File: config.mk
export PLATFORM = sky130hd
export DESIGN_NAME = blk_mem_seq
export DESIGN_NICKNAME = d
export VERILOG_FILES = /design/src/rtl/blk_mem_seq.sv
export SDC_FILE = /design/constraint.sdc
export NUM_CORES = 1
export LEC_CHECK = 0
export ABC_CLOCK_PERIOD_IN_PS = 6300
export BUFFER_PORTS_ARGS = -buffer_cell sky130_fd_sc_hd__buf_2
export CORE_AREA = 8 8 190 192
export CTS_BUF_LIST = sky130_fd_sc_hd__clkbuf_4
export DETAILED_ROUTE_END_ITERATION = 16
export DIE_AREA = 0 0 198 200
export MAX_ROUTING_LAYER = met4
export SLEW_MARGIN = 20
export SYNTH_ARGS = -nofsm -noshare
export SYNTH_HDL_FRONTEND = slang
export SYNTH_SLANG_ARGS = --single-unit
File: constraint.sdc
create_clock -name clk -period 6.3 [get_ports clk]
set_input_delay 1.26 -clock clk [delete_from_list [all_inputs] [get_ports clk]]
set_output_delay 1.26 -clock clk [all_outputs]
set_load 0.02 [all_outputs]
File: src/rtl/blk_mem_seq.sv
module blk_mem_seq #(
  parameter int ADDR_W    = 64,
  parameter int DATA_W    = 64,
  parameter int REG_W     = 5,
  parameter int ASI_W     = 8,
  parameter int IMM_W     = 13,
  parameter int NUM_UOPS  = 8,
  parameter int UOP_BYTES = 8
) (
  input  logic              clk,
  input  logic              rst_n,
  input  logic              instr_valid,
  output logic              instr_ready,
  input  logic              instr_store,
  input  logic              instr_imm_form,
  input  logic [ADDR_W-1:0] instr_rs1,
  input  logic [ADDR_W-1:0] instr_rs2,
  input  logic [IMM_W-1:0]  instr_simm,
  input  logic [REG_W-1:0]  instr_rd,
  input  logic [ASI_W-1:0]  instr_asi,
  input  logic              priv_mode,
  input  logic              asi_as_if_user,
  output logic              req_valid,
  input  logic              req_ready,
  output logic              req_write,
  output logic [ADDR_W-1:0] req_addr,
  output logic [DATA_W-1:0] req_wdata,
  output logic [$clog2(NUM_UOPS)-1:0] req_idx,
  output logic              req_last,
  output logic [REG_W-1:0]  src_reg,
  input  logic [DATA_W-1:0] src_data,
  input  logic              rsp_valid,
  input  logic [DATA_W-1:0] rsp_data,
  output logic              wb_en,
  output logic [REG_W-1:0]  wb_reg,
  output logic [DATA_W-1:0] wb_data,
  output logic              fault_valid,
  output logic [1:0]        fault_code
);
  localparam int IDX_W      = $clog2(NUM_UOPS);
  localparam int STEP_SH    = $clog2(UOP_BYTES);
  localparam int ALIGN_BITS = IDX_W + STEP_SH;
  localparam logic [IDX_W-1:0] LAST_IDX = IDX_W'(NUM_UOPS - 1);
  localparam logic [1:0] F_NONE = 2'd0, F_PRIV = 2'd1, F_REG = 2'd2, F_ALIGN = 2'd3;

  typedef enum logic [1:0] {S_IDLE, S_ISSUE, S_DRAIN} state_t;

  state_t                       state;
  logic [IDX_W-1:0]             idx, rcnt;
  logic [ADDR_W-ALIGN_BITS-1:0] base_hi;
  logic [REG_W-1:0]             rd_base;
  logic                         is_store;

  logic [ADDR_W-1:0] ea_new;
  logic              priv_fault, reg_fault, align_fault;
  logic [1:0]        fault_sel;
  logic              accept;
  logic              unused_asi;

  assign unused_asi  = ^instr_asi[ASI_W-2:0];
  assign ea_new      = instr_rs1 + (instr_imm_form
                       ? {{(ADDR_W-IMM_W){instr_simm[IMM_W-1]}}, instr_simm}
                       : instr_rs2);
  assign priv_fault  = !priv_mode && (!instr_asi[ASI_W-1] || asi_as_if_user);
  assign reg_fault   = |instr_rd[IDX_W:1];
  assign align_fault = |ea_new[ALIGN_BITS-1:0];
  assign fault_sel   = priv_fault ? F_PRIV : reg_fault ? F_REG : align_fault ? F_ALIGN : F_NONE;

  assign instr_ready = (state == S_IDLE);
  assign accept      = instr_valid && instr_ready;

  always_ff @(posedge clk) begin
    if (!rst_n) begin
      state       <= S_IDLE;
      idx         <= '0;
      rcnt        <= '0;
      base_hi     <= '0;
      rd_base     <= '0;
      is_store    <= 1'b0;
      fault_valid <= 1'b0;
      fault_code  <= F_NONE;
    end else begin
      fault_valid <= 1'b0;
      fault_code  <= F_NONE;
      if (wb_en) rcnt <= rcnt + 1'b1;
      case (state)
        S_IDLE: if (accept) begin
          if (fault_sel != F_NONE) begin
            fault_valid <= 1'b1;
            fault_code  <= fault_sel;
          end else begin
            state    <= S_ISSUE;
            idx      <= '0;
            rcnt     <= '0;
            base_hi  <= ea_new[ADDR_W-1:ALIGN_BITS];
            rd_base  <= instr_rd;
            is_store <= instr_store;
          end
        end
        S_ISSUE: if (req_ready) begin
          if (idx == LAST_IDX) state <= is_store ? S_IDLE : S_DRAIN;
          else                 idx   <= idx + 1'b1;
        end
        S_DRAIN: if (rsp_valid && rcnt == LAST_IDX) state <= S_IDLE;
        default: state <= S_IDLE;
      endcase
    end
  end

  assign req_valid = (state == S_ISSUE);
  assign req_write = is_store;
  assign req_idx   = idx;
  assign req_last  = (idx == LAST_IDX);
  assign req_addr  = {base_hi, idx, {STEP_SH{1'b0}}};
  assign src_reg   = rd_base + REG_W'(idx);
  assign req_wdata = src_data;

  assign wb_en   = rsp_valid && !is_store && (state != S_IDLE);
  assign wb_reg  = rd_base + REG_W'(rcnt);
  assign wb_data = rsp_data;
endmodule


Yosys cells after proc, flatten, opt, wreduce, memory -nomap -nowiden
Index checks and enable logic that the tools add are counted.
Storage, ports and cells
  bits in registers: 75
  input port bits: 291
  output and inout port bits: 213
Cells by class
  reduce and logical (&&, ||, !) cells: 20
  equality and inequality tests: 10
  multiplexer cells: 21
  add/subtract/negate cells: 5
  bitwise logic cells: 1
Operators by type and width (count)
  $add 64x64->64: 1
  $mux 64: 1
  $mux 3: 8
  $mux 2: 9
  $add 5x3->5: 2
  $reduce_and 5->1: 2
  $add 3x1->3 const B: 2
  $eq 3x3->1 const B: 2
  $ne 2x1->1 const B: 3
  $ne 2x2->1 const B: 3
  $pmux 2 s3: 1
  $pmux 3 s2: 1
  $reduce_and 3->1: 2
  $reduce_bool 2->1: 3
  $reduce_or 6->1: 1
  $logic_and 1x1->1: 5
  $reduce_and 4->1: 1
  $logic_not 1->1: 3
  $reduce_or 3->1: 1
  $eq 2x1->1 const B: 1
  $eq 2x2->1 const B: 1
  $logic_not 2->1: 1
  $logic_or 1x1->1: 1
  $mux 1: 1
  $not 1->1: 1

Logic depth before layout (Yosys ltp)
Gate-level depths: netlist (run 1).
  depth after elaboration: 10
  mapped depth: 18
  mapped depth without buffers: 14

Worst setup path before layout (run 1)
OpenSTA, ideal clock, no wires.
  path kind: input to register
  start point: input instr_imm_form
  end point: register base_hi[36]
  arrival time: 4.951 ns
  library setup time: 0.115 ns
  stages on the path: 17
  slack: 1.234 ns
  path through: clkbuf_1 > buf_1 > mux2i_1 > inv_1 > ha_1 > a21o_1 > a21oi_1 > mux2i_1 > a21oi_1 > or4_1 > buf_2 > or4_4 > buf_6 > clkbuf_1 > nand2_1 > o21ai_0 > and2_1
Between the ends
  cells in the longest elaborated chain, start to end: 9
Ends and longest elaborated chain
  from (decl): line 15  | input logic instr_imm_form,
  $mux 64 *: line 62  | ? {{(ADDR_W-IMM_W){instr_simm[IMM_W-1]}}, instr_simm}
  $add 64x64->64 *: line 61  | assign ea_new = instr_rs1 + (instr_imm_form
  $reduce_or 6->1: line 66  | assign align_fault = |ea_new[ALIGN_BITS-1:0];
  $mux 2 (3 in a row): line 67  | assign fault_sel = priv_fault ? F_PRIV : reg_fault ? F_REG : align_fault ? F_ALIGN : F_NONE;
  $reduce_bool 2->1: line 88  | if (fault_sel != F_NONE) begin
  $not 1->1 (no source line)
  $reduce_and 3->1 (no source line)
  to (signal assigned): line 95  | base_hi <= ea_new[ADDR_W-1:ALIGN_BITS];
  to (decl): line 50  | logic [ADDR_W-ALIGN_BITS-1:0] base_hi;
Mark *: on every way between the ends. The rest lies on a longest branch, timed or not.
A chain may end at the register's enable or synchronous reset.

Worst setup path in the final report (run 1)
  start point: input instr_imm_form
  end point: register base_hi[50]
Same word-level chain as after synthesis.

==> Implementation_results.wiki, run 1 <==
{| class="wikitable"
! Metric !! Value
|-
| Unique masters post-synth || 61
|-
| Critical Path Max Stage Delay || approximately 1 ns
|-
| Final critical delay including setup and external delays || about 5.7 ns
|-
| DR WL/cell || around 18 µm
|-
| Total overflow reported by the global router || 0
|-
| Endpoint class of the critical path || flop
|-
| Via-per-instance ratio || 4.79
|-
| Post-placement cell area || 0.00898 mm²
|-
| Number of DRC markers in iteration 0 || 468
|-
| Cell mode on critical path || sky130_fd_sc_hd__o21ai_0
|-
| Die height || around 200 µm
|-
| Warning count from the yosys run || 0
|-
| Number of hold buffers added after cts || 0
|-
| Final total negative setup slack || 0 ns
|-
| Starting utilization of the core area || 0.252
|-
| Final setup violating endpoints || 0
|-
| Data arrival at the endpoint of the critical path || 6.05 ns
|-
| Clock slew seen by the registers of the worst setup and hold paths || 0.14 ns
|-
| Worst hold path type || reg -> reg
|-
| Fraction of final layout cells sized beyond drive strength 1 || 0.231
|-
| CTS H-Tree Depth || 3
|-
| Clock insertion delay at the later pin of the skew report || 0.46 ns
|-
| Clock tree sinks || 75
|-
| Power Density || 160 mW/mm²
|-
| Buffers from clock root to sink, at most || 2
|-
| Commonest non-fill, non-tap cell in the layout || sky130_fd_sc_hd__buf_2
|-
| DR DRC count || 0
|-
| Crit Path Category || in -> reg
|-
| Global-route wire length before repair || approximately 45 mm
|-
| Crit Path Max Fanout || 16
|-
| Pin count of the biggest net entering global routing || 54
|-
| Number of endpoints with negative hold slack in the final report || 0
|-
| Leading cell types in the layout, fill and taps excluded || 237 x sky130_fd_sc_hd__buf_2, 140 x sky130_fd_sc_hd__nand2_1, 132 x sky130_fd_sc_hd__o21ai_0
|-
| CP Launch Type || primary input
|-
| Final ANT Viol Nets || 0
|-
| Final period util || 0.907
|-
| Number of antenna violations at the first check in global routing || 2
|-
| Total Die Area || 0.0396 mm²
|-
| Max VDD drop || around 0.071 mV
|-
| Post-synthesis cell count || approximately 1200
|-
| Avg Cell Area, Syn || 7.18 µm²
|-
| Area delta synth->final || 9.68%
|-
| Overall track demand over capacity in global routing || 0.152
|-
| Worst path cell trace || buf_2, mux2_2, ha_1, inv_1, fa_1, nand2b_1, a211oi_1, o21ai_0, a2111oi_0, o31ai_1, o21ai_1, a311o_1, a31oi_1, xor2_1, o21ai_0
|-
| Reported max-cap violation count || 0
|-
| Count of flip-flops with a built-in enable after synthesis || 0
|-
| DPL Wire Length || 25.8 mm
|-
| Slew of the pin with the lowest slew margin || between 1 and 1.5 ns
|-
| Leakage || 4.47 nW
|-
| Number of gates given a new drive strength after cts || 0
|-
| Clk root buf || sky130_fd_sc_hd__clkbuf_4
|-
| Number of CTS-inserted buffers || 9
|-
| Setup repair bufs after CTS || 0
|-
| Width of the die || 198 µm
|-
| Most used flip-flop cell after synthesis || sky130_fd_sc_hd__dfxtp_1
|-
| RD Place Congestion || approximately 0.9
|-
| Standard cell with the maximum stage delay on the critical path || sky130_fd_sc_hd__a2111oi_0
|-
| Final Slew Violations || 0
|-
| Total wire length || 30.8 mm
|-
| Setup repair after global routing missed its margin || no
|-
| Synthesized area || 0.00834 mm²
|-
| Number of global-route vias before repair || 8018
|-
| Count of pins on the block boundary || 504
|-
| Ys async rst share || 0
|-
| Relative max-transition margin || 0.254
|-
| CTS tree || built
|-
| Synthesis-stage register bit count || 75
|-
| Nets || 1601
|-
| # rows || 67
|-
| 1st-pass router iterations || 5
|-
| Maximum clock frequency || around 0.17 GHz
|-
| Summed area of non-filler cells in the final layout || 0.00915 mm²
|-
| Number of buffer cells added on primary ports || 237
|-
| Area of the core region || around 0.033 mm²
|-
| Via count || 8084
|-
| Critical path required time || roughly 6.6 ns
|-
| Clock tree skew after final layout || roughly 0.022 ns
|-
| Result of the run || finished, final reports clean
|-
| Proportion of synthesized chip area in sequential cells || 0.180
|}
power breakdown:
part	leakage (nW)	switching [mW]	internal (mW)
sequential	0.604	0.000690	0.476
clock	0.0831	0.197	0.162
combinational	3.78	0.365	0.260
total	4.47	0.563	0.899
cell type report:
cell class / instances / area [µm²]
Antenna cell: 2 / 5.00
Clock buffer: 10 / 75.1
Clock inverter: 6 / 80.1
Fill cell: 3679 / 24000
Inverter: 79 / 297
Multi-Input combinational cell: 818 / 5320
Sequential cell: 75 / 1500
Tap cell: 448 / 561
Timing Repair Buffer: 251 / 1300
sequential cells by signal, indices dropped and copies added (netlist names):
register	cells
base_hi	58
rd_base	5
rcnt	3
req_idx	3
fault_code	2
state	2
fault_valid	1
req_write	1
Yosys cell counts, drive strengths merged, types with 3 or more instances:
| master | count | area [µm²] |
|---|---|---|
| or3 | 4 | 25.0 |
| xor2 | 20 | 175 |
| o31ai | 8 | 60.1 |
| a211o | 3 | 26.3 |
| inv | 79 | 297 |
| xnor2 | 39 | 342 |
| or4 | 3 | 26.3 |
| ha | 73 | 913 |
| clkbuf | 54 | 203 |
| nand2b | 7 | 43.8 |
| mux2 | 12 | 135 |
| nor3 | 11 | 55.1 |
| nor2 | 40 | 153 |
| nand3 | 19 | 95.1 |
| nor2b | 12 | 75.1 |
| nor4 | 5 | 43.8 |
| dfxtp | 75 | 1500 |
| o21a | 9 | 67.6 |
| a21o | 43 | 323 |
| buf | 138 | 1030 |
| o21bai | 16 | 120 |
| o21ai | 133 | 666 |
| and3 | 6 | 37.5 |
| fa | 3 | 60.1 |
| a21boi | 20 | 150 |
| nand2 | 141 | 532 |
| nand4 | 18 | 113 |
| a31oi | 5 | 31.3 |
| a211oi | 9 | 67.6 |
| o211ai | 5 | 37.5 |
| nand3b | 4 | 30.0 |
| a2111oi | 3 | 26.3 |
| a21oi | 91 | 455 |
| and2 | 25 | 156 |
| mux2i | 8 | 80.1 |
layer usage:
layer / track usage / vias to the layer above / wire [µm]
li1: - / 4019 / -
met1: 0.162 / 3672 / 12200
met2: 0.257 / 326 / 14700
met3: 0.0548 / 67 / 2890
met4: 0.0556 / 0 / 986
met5: - / - / 0
path summary, 6_finish.rpt:
kind                  start           to  slack [ns]  cells past startpoint
min reg2reg      base_hi[3]   base_hi[3]        0.46                      2
min              base_hi[3]   base_hi[3]        0.46                      2
max reg2reg        state[0]  base_hi[47]        3.90                      7
max          instr_imm_form  base_hi[50]        0.59                     15
metrics by stage:
stage | cells | utilization | setup slack [ns] | hold WS, ns | power [mW]
CTS | 1687 | 0.276 | 0.566 | 0.461 | 1.48
finish | 1689 | 0.276 | 0.586 | 0.462 | 1.46
detailed placement | 1671 | 0.271 | 0.0427 | 0.444 | 1.11
floorplan | 1164 | - | 1.23 | 0.462 | 1.04
global placement | 1671 | 0.271 | 0.119 | 0.438 | 1.10
global route | 1689 | 0.276 | 0.246 | 0.483 | 1.57
kinds of logic (layout without fill, tap and decap cells):
| kind of cell | Yosys count | in the layout | synth area share |
|---|---|---|---|
| mux | 20 | 20 | 0.0258 |
| compound gates | 361 | 361 | 0.261 |
| other cells | 1 | 5 | 0.000450 |
| flops | 75 | 75 | 0.180 |
| simple gates | 299 | 299 | 0.170 |
| fa+ha+maj | 76 | 76 | 0.117 |
| xor+xnor | 59 | 59 | 0.0620 |
| buf+inv | 271 | 346 | 0.184 |
worst max-delay path: cells and delay by family:
kind	cells	cell delay, ns
AND/OR/NAND/NOR	1	0.22
multiplexers	1	0.25
AO/OA/AOI/OAI	8	3.15
adder cells (fa/ha/maj)	2	0.54
XOR/XNOR	1	0.19
buffers and inverters	2	0.43
Note: power is estimated with default switching activity, not from simulation.
==> run 2, diff against run 1 <==
CAP_MARGIN = 10   (was default)
CELL_PAD_IN_SITES_DETAIL_PLACEMENT = 0   (was default)
CELL_PAD_IN_SITES_GLOBAL_PLACEMENT = 1   (was default)
CORE_AREA = 8 8 192 194   (was 8 8 190 192)
DIE_AREA = 0 0 200 202   (was 0 0 198 200)
PLACE_DENSITY_LB_ADDON = 0.1   (was default)
==> run 2 against run 1 <==
Worst hold slack gained 0.0023 ns. Largest power group unchanged. Critical path depth did not move. Cell area decreased by 0.55%.
==> Implementation_results.wiki, run 2 (synthesis gave the netlist of run 1 again) <==
{| class="wikitable"
! Metric !! Value
|-
| Registers with the most flip-flops || base_hi (58), rd_base (5) (unchanged)
|-
| Crit path buf inv count || 3 (was 2)
|-
| RD Place Congestion || 0.785 (was 0.909)
|-
| Power Density || 155 mW/mm² (was 160 mW/mm²)
|-
| Critical path required time || 6.66 ns (was 6.64 ns)
|-
| Final Slew Violations || 0 (unchanged)
|-
| CTS tree || built (unchanged)
|-
| Number of flip-flops under the largest register name || 58 (unchanged)
|-
| Number of global-route vias before repair || 8132 (was 8018)
|-
| Starting utilization of the core area || 0.246 (was 0.252)
|-
| Register name with the most flops || base_hi (unchanged)
|-
| Number of antenna violations at the first check in global routing || 1 (was 2)
|-
| Net switching power figure || 0.594 mW (was 0.563 mW)
|-
| Final total negative setup slack || 0 ns (unchanged)
|-
| Final ANT Viol Nets || 0 (unchanged)
|-
| Total overflow reported by the global router || 0 (unchanged)
|-
| Via count || 7818 (was 8084)
|-
| Clock tree skew after final layout || 0.00711 ns (was 0.0218 ns)
|-
| Slew of the pin with the lowest slew margin || 1.02 ns (was 1.09 ns)
|-
| Commonest non-fill, non-tap cell in the layout || sky130_fd_sc_hd__buf_2 (unchanged)
|-
| Place WS || 0.378 ns (was 0.0427 ns)
|-
| DR WL/cell || 18.1 µm (was 18.2 µm)
|-
| Clk root buf || sky130_fd_sc_hd__clkbuf_4 (unchanged)
|-
| Final critical delay including setup and external delays || 5.36 ns (was 5.71 ns)
|-
| Reported max-cap violation count || 0 (unchanged)
|-
| Number of non-filler instances in the completed layout || 1693 (was 1689)
|-
| Total wire length || 30.6 mm (was 30.8 mm)
|-
| Max VDD drop || 0.0569 mV (was 0.0712 mV)
|-
| Die height || 202 µm (was 200 µm)
|-
| Logic gate share of total power || 0.448 (was 0.428)
|-
| Clock insertion delay at the later pin of the skew report || 0.47 ns (was 0.46 ns)
|-
| Cell mode on critical path || sky130_fd_sc_hd__o21ai_0 (unchanged)
|-
| Crit Path Max Fanout || 24 (was 16)
|-
| Reg power frac || 0.337 (was 0.326)
|-
| Overall track demand over capacity in global routing || 0.151 (was 0.152)
|-
| DPL Wire Length || 25.2 mm (was 25.8 mm)
|-
| Proportion of power drawn by the clock network || 0.215 (was 0.246)
|-
| Final Power || 1.41 mW (was 1.46 mW)
|-
| Net switching share of the total power || 0.421 (was 0.385)
|-
| Number of gates given a new drive strength after cts || 0 (unchanged)
|-
| # rows || 68 (was 67)
|-
| DR DRC count || 0 (unchanged)
|-
| Number of CTS-inserted buffers || 9 (unchanged)
|-
| Result of the run || finished, final reports clean (unchanged)
|-
| # fillers || 3930 (was 3679)
|-
| Setup repair bufs after CTS || 0 (unchanged)
|-
| Global-route wire length before repair || 46.9 mm (was 45.4 mm)
|-
| Worst path cell trace || buf_2, buf_4, mux2_2, ha_1, nand2_1, o21ai_0, o21ai_0, a2111oi_0, buf_4, o31ai_1, o21ai_1, a311o_1, a21oi_1, xor2_1, o21ai_0 (was buf_2, mux2_2, ha_1, inv_1, fa_1, nand2b_1, a211oi_1, o21ai_0, a2111oi_0, o31ai_1, o21ai_1, a311o_1, a31oi_1, xor2_1, o21ai_0)
|-
| Internal Dissipation || 0.819 mW (was 0.899 mW)
|-
| Family with the most delay on the worst path || compound AO/OA/AOI/OAI gates (unchanged)
|-
| Width of the die || 200 µm (was 198 µm)
|-
| Crit Path Category || in -> reg (unchanged)
|-
| Worst hold path type || reg -> reg (unchanged)
|-
| Nets || 1599 (was 1601)
|-
| Clock slew seen by the registers of the worst setup and hold paths || 0.15 ns (was 0.14 ns)
|-
| Final period util || 0.851 (was 0.907)
|-
| Relative max-transition margin || 0.316 (was 0.254)
|-
| Post-layout worst setup margin || 0.937 ns (was 0.586 ns)
|-
| CP Launch Type || primary input (unchanged)
|-
| Critical Path Max Stage Delay || 0.84 ns (was 1.03 ns)
|-
| Number of hold buffers added after cts || 0 (unchanged)
|-
| Fraction of final layout cells sized beyond drive strength 1 || 0.231 (about the same)
|-
| Maximum clock frequency || 0.186 GHz (was 0.175 GHz)
|-
| Cell count after placement || 1676 (was 1671)
|-
| Buffers from clock root to sink, at most || 2 (unchanged)
|-
| Pin count of the biggest net entering global routing || 55 (was 54)
|-
| Number of endpoints with negative hold slack in the final report || 0 (unchanged)
|-
| Number of DRC markers in iteration 0 || 352 (was 468)
|-
| Clock tree sinks || 75 (unchanged)
|-
| Area of the core region || 0.0339 mm² (was 0.0331 mm²)
|-
| Area delta synth->final || 9.08% (was 9.68%)
|-
| Endpoint class of the critical path || flop (unchanged)
|-
| Leading cell types in the layout, fill and taps excluded || 237 x sky130_fd_sc_hd__buf_2, 140 x sky130_fd_sc_hd__nand2_1, 132 x sky130_fd_sc_hd__o21ai_0 (unchanged)
|-
| Final setup violating endpoints || 0 (unchanged)
|-
| Total Die Area || 0.0404 mm² (was 0.0396 mm²)
|-
| Number of buffer cells added on primary ports || 237 (unchanged)
|-
| Setup repair after global routing missed its margin || no (unchanged)
|-
| Count of pins on the block boundary || 504 (unchanged)
|-
| Leakage || 4.44 nW (was 4.47 nW)
|-
| Utilization after layout || 0.268 (was 0.276)
|-
| Standard cell with the maximum stage delay on the critical path || sky130_fd_sc_hd__o31ai_1 (was sky130_fd_sc_hd__a2111oi_0)
|-
| Data arrival at the endpoint of the critical path || 5.72 ns (was 6.05 ns)
|-
| Via-per-instance ratio || 4.62 (was 4.79)
|-
| CTS H-Tree Depth || 3 (unchanged)
|-
| 1st-pass router iterations || 5 (unchanged)
|}
[run 2: cell count changes in the layout (fill, tap and decap cells not counted), moves of 2 or more]
cell,before,now
sky130_fd_sc_hd__bufinv_16,2,0
sky130_fd_sc_hd__clkinv_1,3,1
sky130_fd_sc_hd__clkinvlp_4,0,2
sky130_fd_sc_hd__inv_6,0,3
[run 2: worst paths after layout]
check,start,to,slack (ns),cells past startpoint
worst max-delay path,instr_imm_form,base_hi[54],0.94,15
worst min-delay path,base_hi[3],base_hi[3],0.46,2
worst max register to register,state[0],base_hi[47],3.90,7
worst min register to register,base_hi[3],base_hi[3],0.46,2
[run 2: cell type report]
cell class	count	area, µm²	share of cell area
Antenna cell	1	2.50	0.000275
Clock buffer	9	67.6	0.00743
Clock inverter	7	50.0	0.00550
Inverter	79	297	0.0326
Multi-Input combinational cell	818	5330	0.586
Sequential cell	75	1500	0.165
Tap cell	455	569	0.0626
Timing Repair Buffer	249	1280	0.140
[run 2: power by group through the flow]
stage | combinational, mW | sequential [mW] | clock, mW
global placement | 0.645 | 0.487 | 0
finish | 0.633 | 0.477 | 0.303
global route | 0.716 | 0.477 | 0.345
CTS | 0.645 | 0.477 | 0.330
detailed placement | 0.640 | 0.487 | 0
floorplan | 0.555 | 0.489 | 0
[run 2: worst min-delay path: cells and delay by family (launching register included)]
kind	cells	cell delay, ns
compound gates	1	0.05
simple gates	1	0.05
flops	1	0.34
[run 2: per-layer routing]
| layer | track usage | vias up | wire [µm] |
|---|---|---|---|
| li1 | - | 4008 | - |
| met1 | 0.200 | 3556 | 14900 |
| met2 | 0.236 | 186 | 13800 |
| met3 | 0.0226 | 68 | 1380 |
| met4 | 0.0392 | 0 | 531 |
| met5 | - | - | 0 |
[run 2: stage by stage]
stage / hold WS (ns) / area [µm²]
CTS: 0.467 / 9090
floorplan: 0.462 / 8350
detailed placement: 0.440 / 8970
global route: 0.482 / 9090
finish: 0.464 / 9090
global placement: 0.436 / 8970
